==> config.mk <==
export PLATFORM = sky130hd
export DESIGN_NAME = spi_frame_shifter
export DESIGN_NICKNAME = d
export VERILOG_FILES = /design/src/rtl/spi_shift_pkg.sv /design/src/rtl/spi_attr_select.sv /design/src/rtl/spi_bit_engine.sv /design/src/rtl/spi_cs_ctrl.sv /design/src/rtl/spi_frame_shifter.sv
export SDC_FILE = /design/constraint.sdc
export NUM_CORES = 1
export LEC_CHECK = 0
export BUFFER_PORTS_ARGS = -buffer_cell sky130_fd_sc_hd__clkbuf_2
export CAP_MARGIN = 20
export CORE_MARGIN = 3
export CORE_UTILIZATION = 58
export DETAILED_ROUTE_END_ITERATION = 10
export GPL_TIMING_DRIVEN = 0
export PLACE_DENSITY = 0.86
export SETUP_SLACK_MARGIN = 0.2
export SYNTH_ARGS = -nofsm -noshare
export SYNTH_HDL_FRONTEND = slang
export SYNTH_SLANG_ARGS = --single-unit
==> constraint.sdc <==
create_clock -name clk -period 4.6 [get_ports clk]
set_input_delay 0.46 -clock clk [delete_from_list [all_inputs] [get_ports clk]]
set_output_delay 0.46 -clock clk [all_outputs]
set_load 0.01 [all_outputs]
==> src/rtl/spi_shift_pkg.sv <==
package spi_shift_pkg;

    localparam int DW   = 16;
    localparam int LENW = $clog2(DW);
    localparam int CNTW = LENW + 1;

    typedef enum logic {
        ST_IDLE = 1'b0,
        ST_RUN  = 1'b1
    } eng_state_e;

    typedef struct packed {
        logic [LENW-1:0] len_m1;
        logic            cpol;
        logic            cpha;
        logic            lsb_first;
    } frame_attr_t;

    // Word position of the idx-th bit on the wire
    function automatic logic [LENW-1:0] bit_slot(
        input logic [LENW-1:0] idx,
        input logic [LENW-1:0] len_m1,
        input logic            lsb_first
    );
        return lsb_first ? idx : (len_m1 - idx);
    endfunction

endpackage

==> src/rtl/spi_attr_select.sv <==
module spi_attr_select
    import spi_shift_pkg::*;
#(
    parameter int N_ATTR = 4,
    parameter int SELW   = (N_ATTR > 1) ? $clog2(N_ATTR) : 1
) (
    input  logic [N_ATTR*LENW-1:0] len_m1_all,
    input  logic [N_ATTR-1:0]      cpol_all,
    input  logic [N_ATTR-1:0]      cpha_all,
    input  logic [N_ATTR-1:0]      lsb_all,
    input  logic [SELW-1:0]        sel,
    output frame_attr_t            attr
);

    frame_attr_t sets [N_ATTR];

    for (genvar g = 0; g < N_ATTR; g++) begin : g_set
        assign sets[g].len_m1    = len_m1_all[g*LENW +: LENW];
        assign sets[g].cpol      = cpol_all[g];
        assign sets[g].cpha      = cpha_all[g];
        assign sets[g].lsb_first = lsb_all[g];
    end

    assign attr = sets[sel];

endmodule

==> src/rtl/spi_bit_engine.sv <==
module spi_bit_engine
    import spi_shift_pkg::*;
(
    input  logic          clk,
    input  logic          rst,
    input  logic          load,
    input  frame_attr_t   attr_in,
    input  logic [DW-1:0] tx_in,
    input  logic          tick,
    input  logic          miso,
    output logic          busy,
    output logic          sck,
    output logic          mosi,
    output logic          fin,
    output logic          done,
    output logic [DW-1:0] rx_word
);

    eng_state_e       st;
    frame_attr_t      cfg;
    logic [DW-1:0]    tx_q;
    logic [CNTW-1:0]  edge_cnt;
    logic [LENW-1:0]  bit_idx;
    logic [CNTW-1:0]  last_edge;
    logic [LENW-1:0]  cur_slot;
    logic [LENW-1:0]  nxt_slot;
    logic             lead;

    assign lead      = ~edge_cnt[0];
    assign last_edge = {cfg.len_m1, 1'b1};
    assign busy      = (st == ST_RUN);
    assign fin       = busy && tick && (edge_cnt == last_edge);

    always_comb begin
        cur_slot = bit_slot(bit_idx, cfg.len_m1, cfg.lsb_first);
        nxt_slot = bit_slot(bit_idx + 1'b1, cfg.len_m1, cfg.lsb_first);
    end

    always_ff @(posedge clk) begin
        if (rst) begin
            st       <= ST_IDLE;
            cfg      <= '0;
            tx_q     <= '0;
            edge_cnt <= '0;
            bit_idx  <= '0;
            sck      <= 1'b0;
            mosi     <= 1'b0;
            rx_word  <= '0;
            done     <= 1'b0;
        end else begin
            done <= fin;
            if (st == ST_IDLE) begin
                if (load) begin
                    st       <= ST_RUN;
                    cfg      <= attr_in;
                    tx_q     <= tx_in;
                    rx_word  <= '0;
                    edge_cnt <= '0;
                    bit_idx  <= '0;
                    sck      <= attr_in.cpol;
                    mosi     <= tx_in[bit_slot('0, attr_in.len_m1, attr_in.lsb_first)];
                end
            end else if (tick) begin
                sck      <= ~sck;
                edge_cnt <= edge_cnt + 1'b1;
                if (lead) begin
                    if (cfg.cpha) mosi <= tx_q[cur_slot];
                    else          rx_word[cur_slot] <= miso;
                end else begin
                    if (cfg.cpha)  rx_word[cur_slot] <= miso;
                    else if (!fin) mosi <= tx_q[nxt_slot];
                    if (!fin) bit_idx <= bit_idx + 1'b1;
                end
                if (fin) st <= ST_IDLE;
            end
        end
    end

    // clock holds its level while idle
    p_idle_sck_r6: assert property (@(posedge clk) disable iff (rst)
        (!busy && !load) |=> $stable(sck));
    // edges only on a tick
    p_tick_gate_r2: assert property (@(posedge clk) disable iff (rst)
        (busy && !tick) |=> ($stable(sck) && $stable(mosi)));
    // edge counter never passes the frame end
    p_edge_bound_r2: assert property (@(posedge clk) disable iff (rst)
        busy |-> (edge_cnt <= last_edge));
    // single-cycle completion with busy low
    p_done_pulse_r10: assert property (@(posedge clk) disable iff (rst)
        done |=> !done);
    p_done_idle_r10: assert property (@(posedge clk) disable iff (rst)
        done |-> !busy);

endmodule

==> src/rtl/spi_cs_ctrl.sv <==
module spi_cs_ctrl #(
    parameter int CS_W = 6
) (
    input  logic            clk,
    input  logic            rst,
    input  logic            load,
    input  logic            busy,
    input  logic            fin,
    input  logic            keep_in,
    input  logic [CS_W-1:0] cs_vec_in,
    input  logic [CS_W-1:0] cs_idle,
    output logic [CS_W-1:0] cs_n,
    output logic            keep_q
);

    logic [CS_W-1:0] cs_act;

    always_ff @(posedge clk) begin
        if (rst) begin
            cs_act <= '0;
            keep_q <= 1'b0;
        end else if (load) begin
            cs_act <= cs_vec_in;
            keep_q <= keep_in;
        end else if (fin && !keep_q) begin
            cs_act <= '0;
        end
    end

    assign cs_n = cs_idle ^ cs_act;

    // selection frozen through a running frame
    p_cs_hold_r8: assert property (@(posedge clk) disable iff (rst)
        (busy && !fin) |=> $stable(cs_act));
    // command selection taken on load
    p_cs_load_r8: assert property (@(posedge clk) disable iff (rst)
        load |=> (cs_act == $past(cs_vec_in)));
    // kept line survives the end of frame
    p_cs_keep_r9: assert property (@(posedge clk) disable iff (rst)
        (fin && keep_q) |=> $stable(cs_act));
    // released line returns to idle
    p_cs_drop_r9: assert property (@(posedge clk) disable iff (rst)
        (fin && !keep_q) |=> (cs_act == '0));

endmodule

==> src/rtl/spi_frame_shifter.sv <==
module spi_frame_shifter
    import spi_shift_pkg::*;
#(
    parameter int CS_W   = 6,
    parameter int N_ATTR = 4,
    parameter int SELW   = (N_ATTR > 1) ? $clog2(N_ATTR) : 1
) (
    input  logic                   clk,
    input  logic                   rst,
    input  logic                   start,
    input  logic [DW-1:0]          tx_data,
    input  logic                   cmd_keep_cs,
    input  logic [SELW-1:0]        cmd_attr_sel,
    input  logic [CS_W-1:0]        cmd_cs_sel,
    input  logic [N_ATTR*LENW-1:0] cfg_len_m1,
    input  logic [N_ATTR-1:0]      cfg_cpol,
    input  logic [N_ATTR-1:0]      cfg_cpha,
    input  logic [N_ATTR-1:0]      cfg_lsb_first,
    input  logic [CS_W-1:0]        cs_idle_lvl,
    input  logic                   tick,
    input  logic                   miso,
    output logic                   sck,
    output logic                   mosi,
    output logic [CS_W-1:0]        cs_n,
    output logic                   busy,
    output logic                   done,
    output logic                   done_cs_kept,
    output logic [DW-1:0]          rx_data
);

    frame_attr_t sel_attr;
    logic        accept;
    logic        fin;
    logic        keep_q;

    assign accept       = start && !busy;
    assign done_cs_kept = keep_q;

    spi_attr_select #(.N_ATTR(N_ATTR), .SELW(SELW)) u_attr (
        .len_m1_all (cfg_len_m1),
        .cpol_all   (cfg_cpol),
        .cpha_all   (cfg_cpha),
        .lsb_all    (cfg_lsb_first),
        .sel        (cmd_attr_sel),
        .attr       (sel_attr)
    );

    spi_bit_engine u_eng (
        .clk     (clk),
        .rst     (rst),
        .load    (accept),
        .attr_in (sel_attr),
        .tx_in   (tx_data),
        .tick    (tick),
        .miso    (miso),
        .busy    (busy),
        .sck     (sck),
        .mosi    (mosi),
        .fin     (fin),
        .done    (done),
        .rx_word (rx_data)
    );

    spi_cs_ctrl #(.CS_W(CS_W)) u_cs (
        .clk       (clk),
        .rst       (rst),
        .load      (accept),
        .busy      (busy),
        .fin       (fin),
        .keep_in   (cmd_keep_cs),
        .cs_vec_in (cmd_cs_sel),
        .cs_idle   (cs_idle_lvl),
        .cs_n      (cs_n),
        .keep_q    (keep_q)
    );

    // a start during a frame does not end it early
    p_start_ignore_r11: assert property (@(posedge clk) disable iff (rst)
        (busy && start && !fin) |=> busy);

endmodule

Word-level counts from Yosys, hierarchy flattened

Index checks and enable logic that the tools add are counted.

Mux-type cells: 45
Bitwise logic cells: 4
Shift-type cells: 0
Add/subtract/negate cells: 4
Multipliers: 0
Div/mod/pow operators: 0
Reductions and logical operators: 14
$lt $le $gt $ge: 5
Equal/unequal tests: 9

Operators by type and width:

| operator                                                   | count |
|---|---|
| two-way mux 16 bit                                         | 6 |
| two-way mux 4 bit                                          | 8 |
| two-way mux 1 bit                                          | 18 |
| bitwise mux 16 bit                                         | 1 |
| less-than comparator 4 x 5 -> 1 bit, second input constant | 3 |
| two-way mux 5 bit                                          | 3 |
| != test 3 bit, second input constant                       | 5 |
| binary-select mux 7 bit (select 2 bit)                     | 1 |
| two-way mux 7 bit                                          | 2 |
| binary-select mux 1 bit (select 4 bit)                     | 3 |
| two-way mux 6 bit                                          | 2 |
| AND reduction 4 bit                                        | 2 |
| subtractor 4 bit                                           | 2 |
| != test 2 bit, second input constant                       | 3 |
| bitwise XOR 6 bit                                          | 1 |
| adder 5 x 1 -> 5 bit, second input constant                | 1 |
| == test 5 bit                                              | 1 |
| logical AND 1 bit                                          | 5 |
| AND reduction 5 bit                                        | 1 |
| adder 4 x 1 -> 4 bit, second input constant                | 1 |
| demux 1 bit (select 4 bit)                                 | 1 |
| >= comparator 4 x 1 -> 1 bit, second input constant        | 1 |
| AND reduction 2 bit                                        | 2 |
| nonzero test 2 bit                                         | 2 |
| 4 further kinds                                            | 6 |

Memory bits (read-only): 0
Register bits after elaboration: 58
Output and inout bits: 27
Latch bits: 0
Word-level logic and storage cells: 94
Input port bits: 64
Bits in writable memories: 0
Memories kept: 0

Longest topological paths before layout

Depth in word-level cells: 11
Mapped depth: 11
Mapped depth without buffers: 11

By module

A second synthesis with hierarchy kept.

Cells, all modules: 440
Area, all modules: 3595.9 um^2

Modules (own cells, without submodules):

| module            | sequential area each (um^2) | area each (um^2) | cells an instance | instances |
|---|---|---|---|---|
| spi_bit_engine    | 1021.0                      | 3085.5           | 395               | 1 |
| spi_cs_ctrl       | 140.1                       | 324.1            | 35                | 1 |
| spi_attr_select   | 0.0                         | 172.7            | 9                 | 1 |
| spi_frame_shifter | 0.0                         | 13.8             | 1                 | 1 |

Worst setup path after synthesis

Ideal clock, no wire load.

Path kind: reg2reg
Start: register u_eng.bit_idx[1]
End: register u_eng.mosi
Cell stages (with the launch flop): 9
Library setup time: 0.139 ns
Buffers on the path: 0
Required time: 4.461 ns
Slack: 1.843 ns
Period minus slack after synthesis: 2.757 ns
Arrival: 2.618 ns
Cell sequence: dfxtp_1 ha_1 fa_1 mux2i_1 mux4_2 mux2i_1 nor3_1 a211oi_1 a221oi_1

Cells in the longest elaborated chain, start to end: 10
Elaborated cells between the ends (all ways): 15
Classes of those cells: add/sub: 3; mux: 12

Ends and longest elaborated chain:

| element                                 | RTL line             | text |
|---|---|---|
| from (decl)                             | spi_bit_engine.sv:23 | `logic [LENW-1:0] bit_idx;` |
| from (signal assigned)                  | spi_bit_engine.sv:72 | `if (!fin) bit_idx <= bit_idx + 1'b1;` |
| adder 4 x 1 -> 4 bit                    | spi_bit_engine.sv:36 | `nxt_slot = bit_slot(bit_idx + 1'b1, cfg.len_m1, cfg.lsb_first);` |
| subtractor 4 bit                        | spi_shift_pkg.sv:25  | `return lsb_first ? idx : (len_m1 - idx);` |
| two-way mux 4 bit                       | spi_shift_pkg.sv:25  |  |
| binary-select mux 1 bit (select 4 bit)  | spi_bit_engine.sv:71 | `else if (!fin) mosi <= tx_q[nxt_slot];` |
| two-way mux 1 bit (not written as such) | spi_bit_engine.sv:71 |  |
| two-way mux 1 bit                       | spi_bit_engine.sv:71 |  |
| two-way mux 1 bit                       | spi_bit_engine.sv:70 | `if (cfg.cpha) rx_word[cur_slot] <= miso;` |
| two-way mux 1 bit *                     | spi_bit_engine.sv:66 | `if (lead) begin` |
| two-way mux 1 bit *                     | spi_bit_engine.sv:63 | `end else if (tick) begin` |
| two-way mux 1 bit *                     | spi_bit_engine.sv:52 | `if (st == ST_IDLE) begin` |
| to (signal assigned)                    | spi_bit_engine.sv:61 | `mosi <= tx_in[bit_slot('0, attr_in.len_m1, attr_in.lsb_first)];` |
| to (signal assigned)                    | spi_bit_engine.sv:67 | `if (cfg.cpha) mosi <= tx_q[cur_slot];` |
| to (signal assigned)                    | spi_bit_engine.sv:71 |  |
| to (decl)                               | spi_bit_engine.sv:13 | `output logic mosi,` |

Every way passes the cells marked *; elsewhere a longest branch is shown, timed or not. The select of a mux whose other input is x is not followed.
A chain may end at the register's enable or synchronous reset.

Worst setup path after layout

Same ends and word-level chain as after synthesis.

==> metrics list <==
* # hold bufs at CTS: 0
- CP most frequent cell: mux2i_1
- Measured along the x axis, the die boundary spans 84.9 um.
- Top area cells in the synthesized netlist: dfxtp_1 (32%), nand2_1 (9.6%), mux4_2 (6.9%), a21oi_1 (6.2%), mux2i_1 (5.5%)
- The worst setup path is captured at a register.
* Count of nets left with antenna violations after detail routing: 0
- Sequential cells were found to cover 32.2% of the synthesized design area.
- Post-synthesis cell area: 0.00361 mm^2
- Post-detailed-routing wire length: 10700 um
- DRC violation count after routing: 0
* Crit-path max cell delay: 0.61 ns
- Via count of the first global-routing pass: 3808
* Setup-violating endpoint count in the final report: 0
- The floorplan step set the die height to 84.9 um.
- Period utilization: 71.3%
* Number of distinct library cells after synthesis: 51
* Largest driver fanout on the critical path: 8
* Async SR Flop Fraction: 0%
- After filler insertion, the fill cell instance count of the layout stands at 480.
- For this block, the via count after detailed routing is 3846.
- Once the clock tree was built, the setup fixing pass inserted 0 buffers.
- Total area of multi-input combinational cells: 0.00227 mm^2
- The floorplan step defined a core boundary enclosing 0.00596 mm^2.
- Clock-pin slew on the worst setup and hold paths: 0.07 ns
- Cells with a size suffix above 1 make up 23.0% of the layout.
- The worst register-to-register path has a setup slack of 1.32 ns.
- Worst hold path cell count: 3
- CTS root buf: clkbuf_8
- The max-slew violation total from the final report is 0.
- Critical register-to-register path startpoint: u_eng.bit_idx[1]$_SDFFE_PP0P_
- The tree built by TritonCTS fans out to 58 sinks.
- Entering global routing, the biggest net connects 11 pins.
- Data on the critical path is required at its endpoint by 4.80 ns.
- Clock latency on the worst-skew pair: 0.35 ns
* Hold violation count in the final report: 0
- Counting along the longest clock path gives a buffer depth of 2.
- Post-route setup TNS: 0 ns
- In this run the biggest area consumer among cell types represents 32.2% of the synthesized area.
- Using the TritonRoute via totals, the vias-per-cell ratio works out to 6.13.
- For the pin with the worst max-slew slack, the measured transition is 0.666 ns.
- Hold/Removal Path Class: in2reg
- Growth of design area from synthesis to finish: 20.1%
- In the global route stage, overall resource usage came out at 30.2%.
- The startpoint identified for the worst hold timing path is cmd_cs_sel[5].
* Min cycle time layout: 3.28 ns
- Counting cells, the worst reg-to-reg path comes to 8.
- The floorplan step defined a die boundary enclosing 0.00720 mm^2.
- Summed over all cells, the static leakage comes to 1.81 nW.
- First-pass iteration count of the detailed router: 6
- Number of top-level pins: 91
- Syn Nets: 523
- 0 antenna diodes ended up in the layout.
* Worst setup SP type: register
* Overflow after GRT: 0
- TritonCTS built the clock tree.
- Setup repair after global routing left no endpoint under its margin.
* FF+latch count, synth: 58
* Destination of the worst register-to-register timing path: u_eng.mosi$_SDFFE_PP0P_
* Worst ir drop on vdd: 0.220 mV
- Tightest hold margin: 0.317 ns
- Number of buffers inserted during clock tree synthesis: 9
- Power per Cell Area: 310 mW/mm^2
- Max-cap viol count: 0
* Max stage delay cell, worst path: mux4_2
- For hold timing, the worst endpoint is u_cs.cs_act[5]$_SDFFE_PP0P_.
- Rows: 28
- The Yosys step of the flow raised 0 warnings.
- Most used DFF post-synth: dfxtp_1
* Maximum clock frequency: 305 MHz
- In this run, post-CTS repair resized a total of 0 instances.
- The flow ran to the end, and the final reports show no timing, DRC or antenna violations.
* Port Buf Inserts: 87
- By startpoint and endpoint, the worst setup path is classified as reg2reg.
* Relative slew slack: 54.4%
- Mean Syn Cell Area: 8.03 um^2
- Once detailed placement completed, the half-perimeter wirelength came to 8000 um.
- Cell type with the highest aggregate area in the netlist: dfxtp_1
- Average routed wire per standard cell: 17.0 um
- The initial utilization of the core area, before any placement, comes to 60.6%.
- Registers take 0.00116 mm^2.
- Cell count after synthesis: 449
* First-pass GRT wire length: 17400 um
- For this block, the initial DRC count from the detailed router was 283.
- H-tree levels: 3
- Number of antenna violations at the first check in global routing: 0
- For the worst setup path, the data arrival time is 3.48 ns.
* Largest clock skew in the final design: 0.0119 ns
- In this run, synthesis inferred 0 flip-flops with an integrated enable.
- Nets@finish: 621
* Critical path, cell by cell: ha_1 > fa_1 > mux2i_1 > mux4_2 > mux2i_1 > nor3_1 > a211oi_1 > a221oi_1
* Final RePlAce weighted congestion: 0.908
-- registers in the layout (all words and copies together) (netlist names) --
register,cells
u_eng.bit_idx,4
u_eng.busy,1
u_cs.cs_act,6
u_eng.done,1
u_eng.edge_cnt,5
u_eng.rx_word,16
u_eng.cfg,6
u_eng.mosi,1
u_cs.keep_q,1
u_eng.tx_q,16
u_eng.sck,1
-- Yosys cell counts (2+ instances only) --
cell / instances
fa_1: 2
o41ai_1: 8
a221oi_1: 3
o21a_1: 11
mux2_2: 3
dfxtp_1: 58
clkbuf_1: 23
a22oi_1: 4
mux2i_1: 20
nor2b_1: 9
nor4_1: 3
nand2b_1: 5
ha_1: 8
a211oi_1: 2
o22ai_1: 3
nand3_1: 15
o21ai_0: 12
a2bb2oi_1: 8
nor2_1: 39
mux4_2: 11
xnor2_1: 3
a21oi_1: 45
or2_2: 2
inv_1: 9
buf_2: 4
xor2_1: 13
buf_6: 2
o21ai_1: 3
nand4_1: 5
a222oi_1: 2
nand2_1: 92
nand4b_1: 2
nor3_1: 2
-- layout by cell type (no fill, tap or decap), types with 2 or more instances in the layout --
cell / netlist / final
inv_1: 9 / 9
ha_1: 8 / 8
clkbuf_8: 0 / 10
nor3_1: 2 / 2
nand3_1: 15 / 15
or2_2: 2 / 2
a211oi_1: 2 / 2
o41ai_1: 8 / 8
buf_2: 4 / 4
mux2i_1: 20 / 20
nand2_1: 92 / 92
a21oi_1: 45 / 45
o22ai_1: 3 / 3
fa_1: 2 / 2
dfxtp_1: 58 / 58
nor2b_1: 9 / 9
xor2_1: 13 / 13
xnor2_1: 3 / 3
nor2_1: 39 / 39
o21a_1: 11 / 11
nand2b_1: 5 / 5
a22oi_1: 4 / 4
mux2_2: 3 / 3
a222oi_1: 2 / 2
mux4_2: 11 / 11
clkbuf_2: 0 / 87
buf_6: 2 / 2
a2bb2oi_1: 8 / 8
nor4_1: 3 / 3
o21ai_0: 12 / 12
clkinv_2: 0 / 3
o21ai_1: 3 / 3
nand4b_1: 2 / 2
nand4_1: 5 / 5
a221oi_1: 3 / 3
clkbuf_1: 23 / 24
-- power breakdown --
group / internal (mW) / switching (mW)
Sequential: 0.522 / 0.0211
Clock: 0.263 / 0.215
Combinational: 0.136 / 0.184
Total: 0.921 / 0.420
-- per-layer routing --
metal / track usage [%] / wire length [um] / up-vias
li1: - / - / 1802
met1: 33.7 / 4050 / 1775
met5: 0 / 0 / -
met2: 53.6 / 5390 / 234
met4: 14.0 / 301 / 0
met3: 7.96 / 942 / 35
-- stage by stage --
stage / worst slack, ns / power, mW / cells / util [%] / area (um^2)
detailed placement: 1.41 / 0.862 / 611 / 69.5 / 4140
finish: 1.32 / 1.34 / 627 / 72.7 / 4330
global placement: 1.47 / 0.848 / 611 / 69.5 / 4140
CTS: 1.36 / 1.33 / 627 / 72.7 / 4330
floorplan: 1.84 / 0.766 / 449 / - / 3610
global route: 1.19 / 1.39 / 627 / 72.7 / 4330
-- critical path, delay by kind of cell, from the launching register on --
kind	cells	cell delay [ns]
compound gates	2	0.38
fa+ha+maj	2	0.90
flops	1	0.49
mux	3	1.30
simple gates	1	0.07
-- layout make-up --
type | instances | share of cell area [%]
plain buffers | 30 | 3.15
multi-input cells | 351 | 52.5
repair buffers | 87 | 10.1
inverters | 10 | 0.867
clock buffers | 11 | 3.26
flip-flops and latches | 58 | 26.8
clock inverters | 5 | 1.24
well taps | 75 | 2.17
-- logic make-up (layout without fill, tap and decap cells) --
logic type | Yosys count | in the layout | synth area share, %
and+or+nand+nor | 180 | 180 | 21.8
AOI/OAI and AO/OA | 111 | 111 | 20.0
DFF | 58 | 58 | 32.2
muxes | 34 | 34 | 13.4
buffers and inverters | 40 | 143 | 4.82
xor gates and xnor gates | 16 | 16 | 3.88
adders and majority gates | 10 | 10 | 3.88
-- worst max-delay path by stage --
stage | depth (start not counted) | end | start | slack (ns)
6_report | 8 | u_eng.mosi$_SDFFE_PP0P_ | u_eng.bit_idx[1]$_SDFFE_PP0P_ | 1.32
5_1_grt | 9 | u_eng.mosi$_SDFFE_PP0P_ | u_eng.bit_idx[1]$_SDFFE_PP0P_ | 1.19
4_1_cts | 8 | u_eng.mosi$_SDFFE_PP0P_ | u_eng.bit_idx[1]$_SDFFE_PP0P_ | 1.36
3_5_place_dp | 8 | u_eng.mosi$_SDFFE_PP0P_ | u_eng.bit_idx[1]$_SDFFE_PP0P_ | 1.41
3_3_place_gp | 8 | u_eng.mosi$_SDFFE_PP0P_ | u_eng.bit_idx[1]$_SDFFE_PP0P_ | 1.47
2_1_floorplan | 8 | u_eng.mosi$_SDFFE_PP0P_ | u_eng.bit_idx[1]$_SDFFE_PP0P_ | 1.84
(Power assumes the default switching activity.)
